$ cat config.mk
export PLATFORM = sky130hd
export DESIGN_NAME = cyc_counter
export DESIGN_NICKNAME = d
export VERILOG_FILES = /design/src/rtl/cc_src_mux.sv /design/src/rtl/cc_core.sv /design/src/rtl/cc_detect.sv /design/src/rtl/cyc_counter.sv
export SDC_FILE = /design/constraint.sdc
export NUM_CORES = 1
export LEC_CHECK = 0
export BUFFER_PORTS_ARGS = -buffer_cell sky130_fd_sc_hd__buf_2
export CAP_MARGIN = 10
export CORE_UTILIZATION = 56
export DETAILED_ROUTE_END_ITERATION = 6
export PLACE_DENSITY_LB_ADDON = 0.1
export SLEW_MARGIN = 20
export SYNTH_ARGS = -nofsm -noshare
export SYNTH_HDL_FRONTEND = slang
export SYNTH_HIERARCHICAL = 1
export SYNTH_SLANG_ARGS = --single-unit
$ cat constraint.sdc
create_clock -name clk_i -period 7.2 [get_ports clk_i]
set_input_delay 1.44 -clock clk_i [delete_from_list [all_inputs] [get_ports clk_i]]
set_output_delay 1.44 -clock clk_i [all_outputs]
set_load 0.1 [all_outputs]
$ cat src/rtl/cc_src_mux.sv
module cc_src_mux #(
  parameter int NUM_TAPS = 6,
  parameter int NUM_EXT  = 2,
  parameter int SEL_W    = 3
) (
  input  logic                clk_i,
  input  logic                rst_i,
  input  logic [NUM_TAPS-1:0] tap_i,
  input  logic [NUM_EXT-1:0]  ext_i,
  input  logic [SEL_W-1:0]    sel_i,
  output logic                tick_o
);
  logic [NUM_EXT-1:0] edge_w;

  for (genvar k = 0; k < NUM_EXT; k++) begin : g_ext
    logic meta_q, sync_q, prev_q;
    always_ff @(posedge clk_i) begin
      if (rst_i) begin
        meta_q <= 1'b0;
        sync_q <= 1'b0;
        prev_q <= 1'b0;
      end else begin
        meta_q <= ext_i[k];
        sync_q <= meta_q;
        prev_q <= sync_q;
      end
    end
    assign edge_w[k] = sync_q & ~prev_q;


    single_edge_chk: assert property (@(posedge clk_i) disable iff (rst_i)
      edge_w[k] |=> !edge_w[k]);
  end

  always_comb begin
    tick_o = 1'b0;
    for (int i = 0; i < NUM_TAPS; i++)
      if (int'(sel_i) == i) tick_o = tap_i[i];
    for (int k = 0; k < NUM_EXT; k++)
      if (int'(sel_i) == NUM_TAPS + k) tick_o = edge_w[k];
  end
endmodule

$ cat src/rtl/cc_core.sv
module cc_core #(
  parameter int CNT_W = 10
) (
  input  logic             clk_i,
  input  logic             rst_i,
  input  logic             tick_i,
  input  logic             run_i,
  input  logic             load_i,
  input  logic             up_i,
  input  logic [CNT_W-1:0] data_i,
  output logic [CNT_W-1:0] count_o,
  output logic [CNT_W-1:0] next_o,
  output logic             step_o
);
  localparam logic [CNT_W-1:0] ONE = CNT_W'(1);

  assign step_o = run_i & tick_i & ~load_i;

  always_comb begin
    if (load_i)      next_o = data_i;
    else if (step_o) next_o = up_i ? count_o + ONE : count_o - ONE;
    else             next_o = count_o;
  end

  always_ff @(posedge clk_i) begin
    if (rst_i) count_o <= '0;
    else       count_o <= next_o;
  end


  load_chk: assert property (@(posedge clk_i) disable iff (rst_i)
    load_i |=> count_o == $past(data_i));


  hold_chk: assert property (@(posedge clk_i) disable iff (rst_i)
    (!load_i && !(run_i && tick_i)) |=> $stable(count_o));


  up_step_chk: assert property (@(posedge clk_i) disable iff (rst_i)
    (run_i && tick_i && !load_i && up_i) |=> count_o == $past(count_o) + ONE);
endmodule

$ cat src/rtl/cc_detect.sv
module cc_detect #(
  parameter int CNT_W = 10,
  parameter int LEN_W = 2
) (
  input  logic             clk_i,
  input  logic             rst_i,
  input  logic             step_i,
  input  logic [CNT_W-1:0] next_i,
  input  logic [CNT_W-1:0] count_i,
  input  logic             up_i,
  input  logic             run_i,
  input  logic [LEN_W-1:0] len_i,
  input  logic             cmp_en_i,
  input  logic             cmp_full_i,
  input  logic [CNT_W-1:0] data_i,
  input  logic             tc_en_i,
  input  logic             cmp_irq_en_i,
  output logic             irq_tc_o,
  output logic             irq_cmp_o,
  output logic             pwm_o
);
  localparam logic [CNT_W-1:0] ALL1 = {CNT_W{1'b1}};

  logic [CNT_W-1:0] win_mask, cmp_mask;
  logic             tc_hit, cmp_hit;

  assign win_mask = ALL1 >> {len_i, 1'b0};
  assign cmp_mask = cmp_full_i ? ALL1 : win_mask;
  assign tc_hit   = step_i & ((next_i & win_mask) == (up_i ? win_mask : '0));
  assign cmp_hit  = step_i & cmp_en_i & (((next_i ^ data_i) & cmp_mask) == '0);

  always_ff @(posedge clk_i) begin
    if (rst_i) begin
      irq_tc_o  <= 1'b0;
      irq_cmp_o <= 1'b0;
      pwm_o     <= 1'b0;
    end else begin
      irq_tc_o  <= tc_hit & tc_en_i;
      irq_cmp_o <= cmp_hit & cmp_irq_en_i;
      if (!run_i || cmp_hit) pwm_o <= 1'b0;
      else if (tc_hit)       pwm_o <= 1'b1;
    end
  end


  pwm_stop_chk: assert property (@(posedge clk_i) disable iff (rst_i)
    !run_i |=> !pwm_o);


  tc_window_chk: assert property (@(posedge clk_i) disable iff (rst_i)
    irq_tc_o |-> (count_i & $past(win_mask)) == $past(up_i ? win_mask : '0));


  cmp_match_chk: assert property (@(posedge clk_i) disable iff (rst_i)
    irq_cmp_o |-> ((count_i ^ $past(data_i)) & $past(cmp_mask)) == '0);
endmodule

$ cat src/rtl/cyc_counter.sv
module cyc_counter #(
  parameter int CNT_W    = 10,
  parameter int NUM_TAPS = 6,
  parameter int NUM_EXT  = 2,
  parameter int SEL_W    = 3,
  parameter int LEN_W    = 2
) (
  input  logic                clk_i,
  input  logic                rst_i,
  input  logic [NUM_TAPS-1:0] tap_i,
  input  logic [NUM_EXT-1:0]  ext_i,
  input  logic [SEL_W-1:0]    src_sel_i,
  input  logic                up_i,
  input  logic                run_i,
  input  logic                load_i,
  input  logic                cmp_en_i,
  input  logic [LEN_W-1:0]    len_sel_i,
  input  logic                cmp_full_i,
  input  logic                irq_tc_en_i,
  input  logic                irq_cmp_en_i,
  input  logic [CNT_W-1:0]    data_i,
  output logic [CNT_W-1:0]    count_o,
  output logic                irq_tc_o,
  output logic                irq_cmp_o,
  output logic                pwm_o
);
  logic             tick_w, step_w;
  logic [CNT_W-1:0] next_w;

  cc_src_mux #(.NUM_TAPS(NUM_TAPS), .NUM_EXT(NUM_EXT), .SEL_W(SEL_W)) u_src (
    .clk_i(clk_i), .rst_i(rst_i), .tap_i(tap_i), .ext_i(ext_i),
    .sel_i(src_sel_i), .tick_o(tick_w)
  );

  cc_core #(.CNT_W(CNT_W)) u_core (
    .clk_i(clk_i), .rst_i(rst_i), .tick_i(tick_w), .run_i(run_i),
    .load_i(load_i), .up_i(up_i), .data_i(data_i),
    .count_o(count_o), .next_o(next_w), .step_o(step_w)
  );

  cc_detect #(.CNT_W(CNT_W), .LEN_W(LEN_W)) u_det (
    .clk_i(clk_i), .rst_i(rst_i), .step_i(step_w), .next_i(next_w),
    .count_i(count_o), .up_i(up_i), .run_i(run_i), .len_i(len_sel_i),
    .cmp_en_i(cmp_en_i), .cmp_full_i(cmp_full_i), .data_i(data_i),
    .tc_en_i(irq_tc_en_i), .cmp_irq_en_i(irq_cmp_en_i),
    .irq_tc_o(irq_tc_o), .irq_cmp_o(irq_cmp_o), .pwm_o(pwm_o)
  );
endmodule

==> flow_summary_export.csv, run 1 <==
group,metric,value,unit
drt,routed_via_density,6.19,
cts,htree_num_levels,1,
drt,drt-initial-drc-count,58,
cts,clk_latency,0.29,ns
setup_path,critPathMaxFanout,6,
timing,tns,0,ns
hold_path,min_path_type,"register to register",
finish,drive_gt1_frac,0.295,
synth,async_flop_share,0,
cts,cts_tree,"built",
synth,synthSimpleGateAreaFrac,0.251,
cts,root_buffer,"clkbuf_4",
die,die_w,54.3,µm
cts,post_cts_buffers,0,
synth,synth-adder-area-share,0.0784,
hold_path,hold_depth,1,
setup_path,worstSetupEndpointType,"register",
synth,ys.flop_type,"dfxtp_1",
global_route,grt_antenna_before_repair,0,
synth,yosysWarnings,6,
timing,period_share,0.606,
timing,finClkSkew,0.00665,ns
hold_path,min_from,"u_src/g_ext[0].meta_q",
synth,yosysTopAreaCell,"dfxtp_1",
synth,synth_edf_count,0,
die,pin_count,45,
drt,drc,0,
finish,layout.nets,262,
setup_path,crit_path_cell_trace,"buf_2 > mux4_1 > mux2_2 > and2_1 > and3_1 > mux2_2 > or2_2 > or4b_1 > o32ai_1 > o22ai_1 > nor2b_4 > nor4b_2",
synth,synth.distinct_cells,57,
global_route,first_global_vias,1415,
setup_path,reg2reg_slack,3.73,ns
setup_path,cp-start-kind,"input pin",
job,cap_viol_max_count,0,
setup_path,reg2reg_to,"u_det/pwm_o",
synth,synth_cells,177,
synth,synth_top_family_by_area,"compound AO/OA/AOI/OAI gates",
placement,finalWeightedCongestion,0.910,
setup_path,rr_startpoint,"u_src/g_ext[1].sync_q",
power,leakagePower,0.799,nW
finish,n_antenna_cell,0,
timing,rsz0062_at_grt,"no",
setup_path,required,7.40,ns
drt,wl_per_cell,15.5,µm
synth,ys_top_cells_by_count,"19 x dfxtp_1, 12 x a21oi_1, 12 x nor2_1, 12 x nor2b_1",
drt,vias,1548,
timing,hold_viol_final,0,
timing,setup_violations,0,
hold_path,hold_end,"u_src/g_ext[0].sync_q",
placement,portBuffers,44,
synth,synth.yosys.seq_area_share,0.248,
cts,ctsLongestPathBuffers,2,
timing,drv_slew,0,
setup_path,crit_path_max_incr_delay,0.54,ns
die,fp-row-count,18,
setup_path,arrival,4.57,ns
synth,synth.cell_area,1530,µm²
synth,synth_top_area_share,0.248,
synth,synthXorXnorAreaFrac,0.0915,
synth,muxShareOfSynthArea,0.0466,
synth,synth_top_cells_by_area,"dfxtp_1 25%, ha_1 6.5%, xnor2_1 5.7%",
setup_path,path_class,"input pin to register",
synth,yosys.cell_count.top_type,"dfxtp_1",
drt,drt-pass1-iter-count,4,
timing,fmax,229,MHz
outcome,status,"completed",
cts,clk_pin_slew,0.10,ns
cts,cts_resized,0,
finish,area_growth,17.2,%
drt,postRouteAntennaNets,0,
die,die_area,2950,µm²
synth,syn_avg_cell_area,8.65,µm²
setup_path,critPathLaunch,"src_sel_i[0]",
cts,cts_sinks,19,
synth,synth_compound_area_frac,0.261,
power,ir_worst_vdd,0.141,mV
global_route,grt_usage,0.291,
cts,hold_buffers,0,
die,die_h,54.3,µm
power,powerDensity,173,nW/µm²
die,start_util,0.607,
setup_path,crit_top_cell,"mux2_2",
setup_path,cp_slowest_cell,"mux4_1",
placement,hpwlAfterDp,3.08,mm
global_route,grt_max_degree,21,
timing,worst_pin_slew,0.553,ns
timing,slew_headroom,0.631,
synth,synth_seq_cells,19,
die,fp.coreArea,2520,µm²
timing,finalCriticalPeriod,4.37,ns
synth,syn_nets,218,
finish,final_util,0.712,
global_route,overflow,0,
cts,cts_buffers,3,
setup_path,reg2regPathDepth,12,
global_route,grt_pass1_wl,6.22,mm
drt,wirelength,3.88,mm
## stage by stage
step / total power, mW / hold WS (ns) / instance area [µm²] / setup slack, ns / std cells
finish: 0.311 / 0.459 / 1800 / 2.83 / 250
floorplan: 0.225 / 0.414 / 1530 / 2.79 / 177
detailed placement: 0.257 / 0.442 / 1770 / 2.54 / 246
CTS: 0.312 / 0.463 / 1800 / 2.85 / 250
global placement: 0.253 / 0.419 / 1770 / 2.66 / 246
global route: 0.329 / 0.481 / 1800 / 2.72 / 250
## critical path, delay by kind of cell
kind / cells / cell delay, ns
buffers and inverters: 1 / 0.11
multiplexers: 3 / 1.10
AND/OR/NAND/NOR: 6 / 1.64
AO/OA/AOI/OAI: 2 / 0.27
## per-layer routing
layer / part of all wire / track usage / vias up
li1: - / - / 748
met1: 0.43 / 0.379 / 735
met2: 0.49 / 0.516 / 60
met3: 0.064 / 0.0306 / 5
met4: 0.0080 / 0.0556 / 0
met5: 0 / 0 / -
## cells in the final DEF, fill, tap and decap left out, drive strengths merged, types with 4 or more instances in the layout
| master | n |
|---|---|
| xor2 | 6 |
| dfxtp | 19 |
| a211oi | 6 |
| nor2 | 13 |
| a21oi | 13 |
| ha | 8 |
| buf | 44 |
| nor3 | 7 |
| xnor2 | 10 |
| nor2b | 14 |
| inv | 4 |
| o21ai | 13 |
| nand2 | 11 |
## layout make-up
type | instances | area, µm²
clock inverters | 1 | 5.00
clock buffers | 3 | 22.5
well taps | 30 | 37.5
repair buffers | 44 | 220
multi-input cells | 149 | 1110
fillers | 214 | 727
inverters | 4 | 15.0
flip-flops and latches | 19 | 380
## report_power, final
| group | total [mW] | internal, mW | switching (mW) | leakage (nW) |
|---|---|---|---|---|
| Combinational | 0.142 | 0.0477 | 0.0942 | 0.625 |
| Clock | 0.0530 | 0.0206 | 0.0324 | 0.0177 |
| Sequential | 0.116 | 0.111 | 0.00483 | 0.156 |
## registers in the layout (all words and copies together), names as in the netlist
signal              count
u_core/count_o         10
u_src/g_ext.meta_q      2
u_src/g_ext.prev_q      2
u_src/g_ext.sync_q      2
u_det/irq_cmp_o         1
u_det/irq_tc_o          1
u_det/pwm_o             1
## worst max-delay path by stage
stage | cells past startpoint | end
2_1_floorplan | 12 | u_det/pwm_o
3_3_place_gp | 12 | u_det/pwm_o
3_5_place_dp | 12 | u_det/pwm_o
4_1_cts | 12 | u_det/pwm_o
5_1_grt | 12 | u_det/pwm_o
6_report | 12 | u_det/pwm_o
## logic make-up after synthesis
kind of cell / Yosys count
adders and majority gates: 9
and+or+nand+nor: 66
AOI/OAI and AO/OA: 54
xor gates and xnor gates: 16
buffers and inverters: 9
muxes: 4
DFF: 19
Power figures use the tool's default switching activity.
==> run 2: changes to the inputs <==
--- a/config.mk
+++ b/config.mk
@@ -5,9 +5,10 @@
 export SDC_FILE = /design/constraint.sdc
 export NUM_CORES = 1
 export LEC_CHECK = 0
+export ABC_AREA = 1
 export BUFFER_PORTS_ARGS = -buffer_cell sky130_fd_sc_hd__buf_2
 export CAP_MARGIN = 10
-export CORE_UTILIZATION = 56
+export CORE_UTILIZATION = 48
 export DETAILED_ROUTE_END_ITERATION = 6
 export PLACE_DENSITY_LB_ADDON = 0.1
 export SLEW_MARGIN = 20
==> constraint.sdc (replaced) <==
create_clock -name clk_i -period 3.59 [get_ports clk_i]
set_input_delay 0.718 -clock clk_i [delete_from_list [all_inputs] [get_ports clk_i]]
set_output_delay 0.718 -clock clk_i [all_outputs]
set_load 0.1 [all_outputs]
==> flow_summary_export.csv, run 2 <==
group,metric,value,unit
outcome,status,"completed",
synth,synth_top_cells_by_area,"dfxtp_1 22%, nand2_1 22%, inv_1 9.7%",
die,pin_count,45,
timing,period_share,0.750,
drt,routed_via_density,4.82,
setup_path,required,3.81,ns
global_route,first_global_vias,1419,
cts,ctsLongestPathBuffers,2,
drt,vias,1825,
drt,drc,0,
synth,yosysWarnings,6,
setup_path,critPathMaxFanout,9,
synth,synth.distinct_cells,32,
setup_path,path_class,"input pin to register",
die,die_h,61.5,µm
hold_path,min_path_type,"register to register",
global_route,grt_antenna_before_repair,0,
die,fp-row-count,21,
timing,worst_pin_slew,0.486,ns
synth,synth.yosys.seq_area_share,0.224,
synth,synth_edf_count,0,
finish,largest_reg_flops,10,
placement,hpwlAfterDp,3.33,mm
global_route,overflow,0,
job,cap_viol_max_count,0,
power,leakagePower,1.13,nW
timing,hold_viol_final,0,
die,start_util,0.506,
setup_path,worstSetupEndpointType,"register",
global_route,grt_max_degree,19,
placement,portBuffers,44,
timing,tns,0,ns
global_route,grt_pass1_wl,6.15,mm
global_route,grt_usage,0.218,
finish,fillers,361,
synth,synth.cell_area,1700,µm²
synth,yosysTopAreaCell,"dfxtp_1",
die,die_area,3790,µm²
placement,finalWeightedCongestion,0.924,
cts,clk_pin_slew,0.12,ns
timing,fmax,372,MHz
cts,cts_resized,0,
timing,finClkSkew,0.0119,ns
timing,drv_slew,0,
die,die_w,61.5,µm
finish,top_register,"u_core/count_o",
power,powerDensity,321,nW/µm²
die,fp.coreArea,3360,µm²
drt,drt-initial-drc-count,84,
cts,clk_latency,0.31,ns
drt,wl_per_cell,10.7,µm
timing,setup_violations,0,
cts,hold_buffers,0,
synth,synth_cells,289,
finish,multiInputGateArea,1100,µm²
synth,synth_seq_cells,19,
cts,htree_num_levels,1,
power,ir_worst_vdd,0.279,mV
setup_path,rr_startpoint,"u_core/count_o[0]",
timing,rsz0062_at_grt,"no",
finish,layout_commonest_cell,"nand2_1",
synth,ys.flop_type,"dfxtp_1",
synth,syn_nets,330,
timing,slew_headroom,0.678,
finish,final_cell_mix,"99 x nand2_1, 44 x buf_2, 44 x inv_1",
synth,async_flop_share,0,
power,power,636,µW
cts,cts_sinks,19,
finish,layout.nets,375,
timing,finalCriticalPeriod,2.69,ns
cts,cts_buffers,3,
synth,synth_top_area_share,0.224,
drt,drt-pass1-iter-count,4,
finish,seq_area,380,µm²
placement,pre_cts_ws,0.568,ns
synth,ys_top_cells_by_count,"99 x nand2_1, 44 x inv_1, 26 x nor2_1",
cts,cts_tree,"built",
drt,postRouteAntennaNets,0,
drt,wirelength,4.04,mm
setup_path,critPathLaunch,"up_i",
finish,n_antenna_cell,0,
synth,yosys.cell_count.top_type,"nand2_1",
hold_path,min_from,"u_src/g_ext[1].meta_q",
cts,post_cts_buffers,0,
setup_path,cp-start-kind,"input pin",
timing,setup_slack,0.898,ns
cts,root_buffer,"clkbuf_4",
setup_path,arrival,2.91,ns
synth,syn_avg_cell_area,5.89,µm²
finish,drive_gt1_frac,0.213,
finish,area_growth,16.3,%
timing,hold-worst-slack,0.432,ns
[run 2: layout make-up]
type | instances | area share
Inverter | 50 | 0.0949
Timing Repair Buffer | 44 | 0.111
Sequential cell | 19 | 0.192
Clock inverter | 1 | 0.00253
Tap cell | 46 | 0.0291
Multi-Input combinational cell | 216 | 0.559
Clock buffer | 3 | 0.0114
[run 2: worst max-delay path, cell delays in order]
cell,delay (ns)
buf_2,0.20
inv_1,0.20
ha_1,0.40
nand2_1,0.08
nand2_1,0.07
o21bai_2,0.21
nand2_1,0.09
nand2_1,0.05
nand2_1,0.05
nand2_1,0.04
nand2_1,0.08
nand2_1,0.12
inv_1,0.07
nand2_1,0.04
nand2_1,0.05
nand2_1,0.04
nand2_1,0.05
nand3_1,0.13
o21bai_1,0.16
nor2_1,0.05
[run 2: kinds of logic (layout without fill, tap and decap cells)]
family                   count (synthesis)  count (layout)  synth area share
adder cells (fa/ha/maj)                  9               9            0.0706
AND/OR/NAND/NOR                        168             168             0.432
AO/OA/AOI/OAI                           35              35             0.126
flip-flops                              19              19             0.224
buffers and inverters                   54              98             0.127
XOR/XNOR                                 4               4            0.0206
[run 2: path summary, 6_finish.rpt]
check	endpoint	cells past startpoint	slack, ns
worst max register to register	u_det/pwm_o	18	1.27
worst min-delay path	u_src/g_ext[1].sync_q	2	0.43
worst min register to register	u_src/g_ext[1].sync_q	2	0.43
worst max-delay path	u_det/pwm_o	20	0.90
[run 2: metal layers]
metal / up-vias / GRT usage / wire length (µm)
li1: 990 / - / -
met1: 789 / 0.286 / 1940
met2: 44 / 0.386 / 1890
met3: 2 / 0.0378 / 188
met4: 0 / 0.0254 / 15
met5: - / 0 / 0
[run 2: metrics by stage]
stage               std cells  instance area (µm²)  utilization
global placement          375                 1950        0.580
finish                    379                 1980        0.588
detailed placement        375                 1950        0.580
floorplan                 289                 1700            -
global route              379                 1980        0.588
CTS                       379                 1980        0.588
[run 2: power by group]
part           total [mW]  internal [mW]  leakage, nW  switching (mW)
logic               0.288         0.0853        0.958           0.203
registers           0.233          0.223        0.156         0.00986
clock network       0.115         0.0416       0.0177          0.0731
==> run 3: changes to the inputs <==
--- a/config.mk
+++ b/config.mk
@@ -8,7 +8,7 @@
 export ABC_AREA = 1
 export BUFFER_PORTS_ARGS = -buffer_cell sky130_fd_sc_hd__buf_2
 export CAP_MARGIN = 10
-export CORE_UTILIZATION = 48
+export CORE_UTILIZATION = 53
 export DETAILED_ROUTE_END_ITERATION = 6
 export PLACE_DENSITY_LB_ADDON = 0.1
 export SLEW_MARGIN = 20
==> constraint.sdc (replaced) <==
create_clock -name clk_i -period 2.5 [get_ports clk_i]
set_input_delay 0.5 -clock clk_i [delete_from_list [all_inputs] [get_ports clk_i]]
set_output_delay 0.5 -clock clk_i [all_outputs]
set_load 0.1 [all_outputs]
==> flow_summary_export.csv, run 3 (synthesized netlist as in run 2, its figures left out) <==
group,metric,value,unit
die,fp-row-count,20,
finish,n_antenna_cell,0,
cts,cts_sinks,19,
power,swShare,0.443,
timing,worst_pin_slew,0.487,ns
power,p_seq_frac,0.332,
die,die_h,58.7,µm
setup_path,required,2.72,ns
power,switchingPower,455,µW
timing,slew_headroom,0.677,
timing,hold_viol_final,0,
power,intPower,571,µW
setup_path,path_class,"input pin to register",
cts,htree_num_levels,1,
global_route,first_global_vias,1615,
drt,routed_via_density,4.93,
hold_path,hold_depth,3,
timing,drv_slew,0,
finish,fillers,249,
placement,hpwlAfterDp,3.37,mm
job,cap_viol_max_count,0,
drt,drt-initial-drc-count,103,
global_route,grt_usage,0.253,
setup_path,rr_startpoint,"u_core/count_o[0]",
power,comb_power_share,0.503,
finish,final_cell_mix,"88 x nand2_1, 43 x buf_2, 42 x inv_1",
finish,area_growth,38.2,%
cts,root_buffer,"clkbuf_4",
cts,cts_tree,"built",
outcome,status,"completed",
cts,clk_pin_slew,0.12,ns
setup_path,reg2regPathDepth,18,
die,fp.coreArea,3050,µm²
setup_path,reg2reg_to,"u_det/pwm_o",
drt,wirelength,4.48,mm
drt,vias,1971,
cts,cts_buffers,3,
drt,drt-pass1-iter-count,4,
timing,setup_violations,0,
die,start_util,0.557,
timing,hold-worst-slack,0.377,ns
drt,drc,0,
timing,finalCriticalPeriod,2.35,ns
setup_path,worstSetupEndpointType,"register",
power,clkPwrFrac,0.165,
placement,finalWeightedCongestion,0.833,
finish,layout_commonest_cell,"nand2_1",
die,die_w,58.7,µm
timing,setup_slack,0.148,ns
timing,period_share,0.941,
finish,largest_reg_flops,10,
die,pin_count,45,
finish,final_util,0.770,
finish,layout.nets,398,
placement,pre_cts_ws,-0.127,ns
cts,ctsLongestPathBuffers,2,
die,die_area,3440,µm²
power,powerDensity,436,nW/µm²
hold_path,min_from,"ext_i[1]",
global_route,grt_antenna_before_repair,0,
global_route,grt_max_degree,19,
hold_path,min_path_type,"input pin to register",
setup_path,critPathMaxFanout,8,
timing,tns,0,ns
drt,wl_per_cell,11.2,µm
drt,postRouteAntennaNets,0,
finish,drive_gt1_frac,0.371,
global_route,overflow,0,
power,power,1.03,mW
global_route,grt_pass1_wl,6.73,mm
setup_path,cp-start-kind,"input pin",
placement,portBuffers,44,
cts,clk_latency,0.31,ns
timing,fmax,425,MHz
setup_path,reg2reg_slack,0.25,ns
finish,top_register,"u_core/count_o",
power,ir_worst_vdd,0.405,mV
setup_path,arrival,2.57,ns
power,leakagePower,1.24,nW
hold_path,hold_end,"u_src/g_ext[1].meta_q",
timing,finClkSkew,0.00664,ns
-- run 3: cell types whose count changed in the layout (fill, tap and decap cells not counted), moves of 3 or more --
cell     change
a21oi_1      -4
a21oi_2      +4
buf_4       +21
buf_6        +3
dfxtp_1      -9
dfxtp_2      +9
ha_1         -7
ha_4         +7
nand2_1     -11
nand2_2     +11
nand3_1      -4
nand3_2      +4
-- run 3: routing by layer --
metal	wire (µm)	global-route usage
met1	2000	0.332
met2	2210	0.432
met3	239	0.0440
met4	35	0.0646
met5	0	0
-- run 3: how the worst max path moves through the flow --
stage | slack [ns] | end | cells after the start | start
final | 0.15 | u_det/pwm_o | 19 | up_i
after global routing | -0.002 | u_det/pwm_o | 18 | up_i
after CTS | 0.17 | u_det/pwm_o | 17 | up_i
after detailed placement | -0.13 | u_det/pwm_o | 17 | up_i
after global placement | -0.1 | u_det/irq_tc_o | 17 | up_i
after floorplan | 0.06 | u_det/pwm_o | 18 | u_core/count_o[0]
-- run 3: timing repair --
action | 4_1_cts | 5_1_grt
resized for setup | 0 | 37
hold buffers | 0 | 0
setup endpoints to repair | 0 | 3
buffers inserted | 0 | 2
-- run 3: critical path: stages --
cell,delay (ns)
buf_4,0.10
clkinvlp_4,0.27
buf_6,0.23
ha_4,0.25
nand2_2,0.07
o21bai_4,0.19
nand2_2,0.07
nand2_1,0.06
nand2_1,0.04
nand2_1,0.05
nand2_1,0.07
nand2_2,0.11
nand2_1,0.07
nand2_1,0.07
nand2_1,0.05
nand2_1,0.07
nand3_2,0.08
o21bai_1,0.16
nor2_1,0.06
-- run 3: power by group through the flow --
stage               registers (mW)  logic [mW]  clock network (mW)
detailed placement           0.345       0.454                   0
floorplan                    0.436       0.230                   0
global route                 0.343       0.562               0.183
finish                       0.341       0.516               0.169
CTS                          0.338       0.456               0.174
global placement             0.344       0.447                   0
-- run 3: final cells by class --
class                           count  area (µm²)  area share
Clock buffer                        3        22.5     0.00958
Clock inverter                      1        7.51     0.00319
Inverter                           50         191      0.0814
Multi-Input combinational cell    216        1280       0.543
Sequential cell                    19         392       0.167
Tap cell                           44        55.1      0.0234
Timing Repair Buffer               67         407       0.173
-- run 3: metrics by stage --
step	std cells	area, µm²
finish	400	2350
global route	400	2350
CTS	398	2150
detailed placement	394	2120
global placement	394	2120
floorplan	289	1710
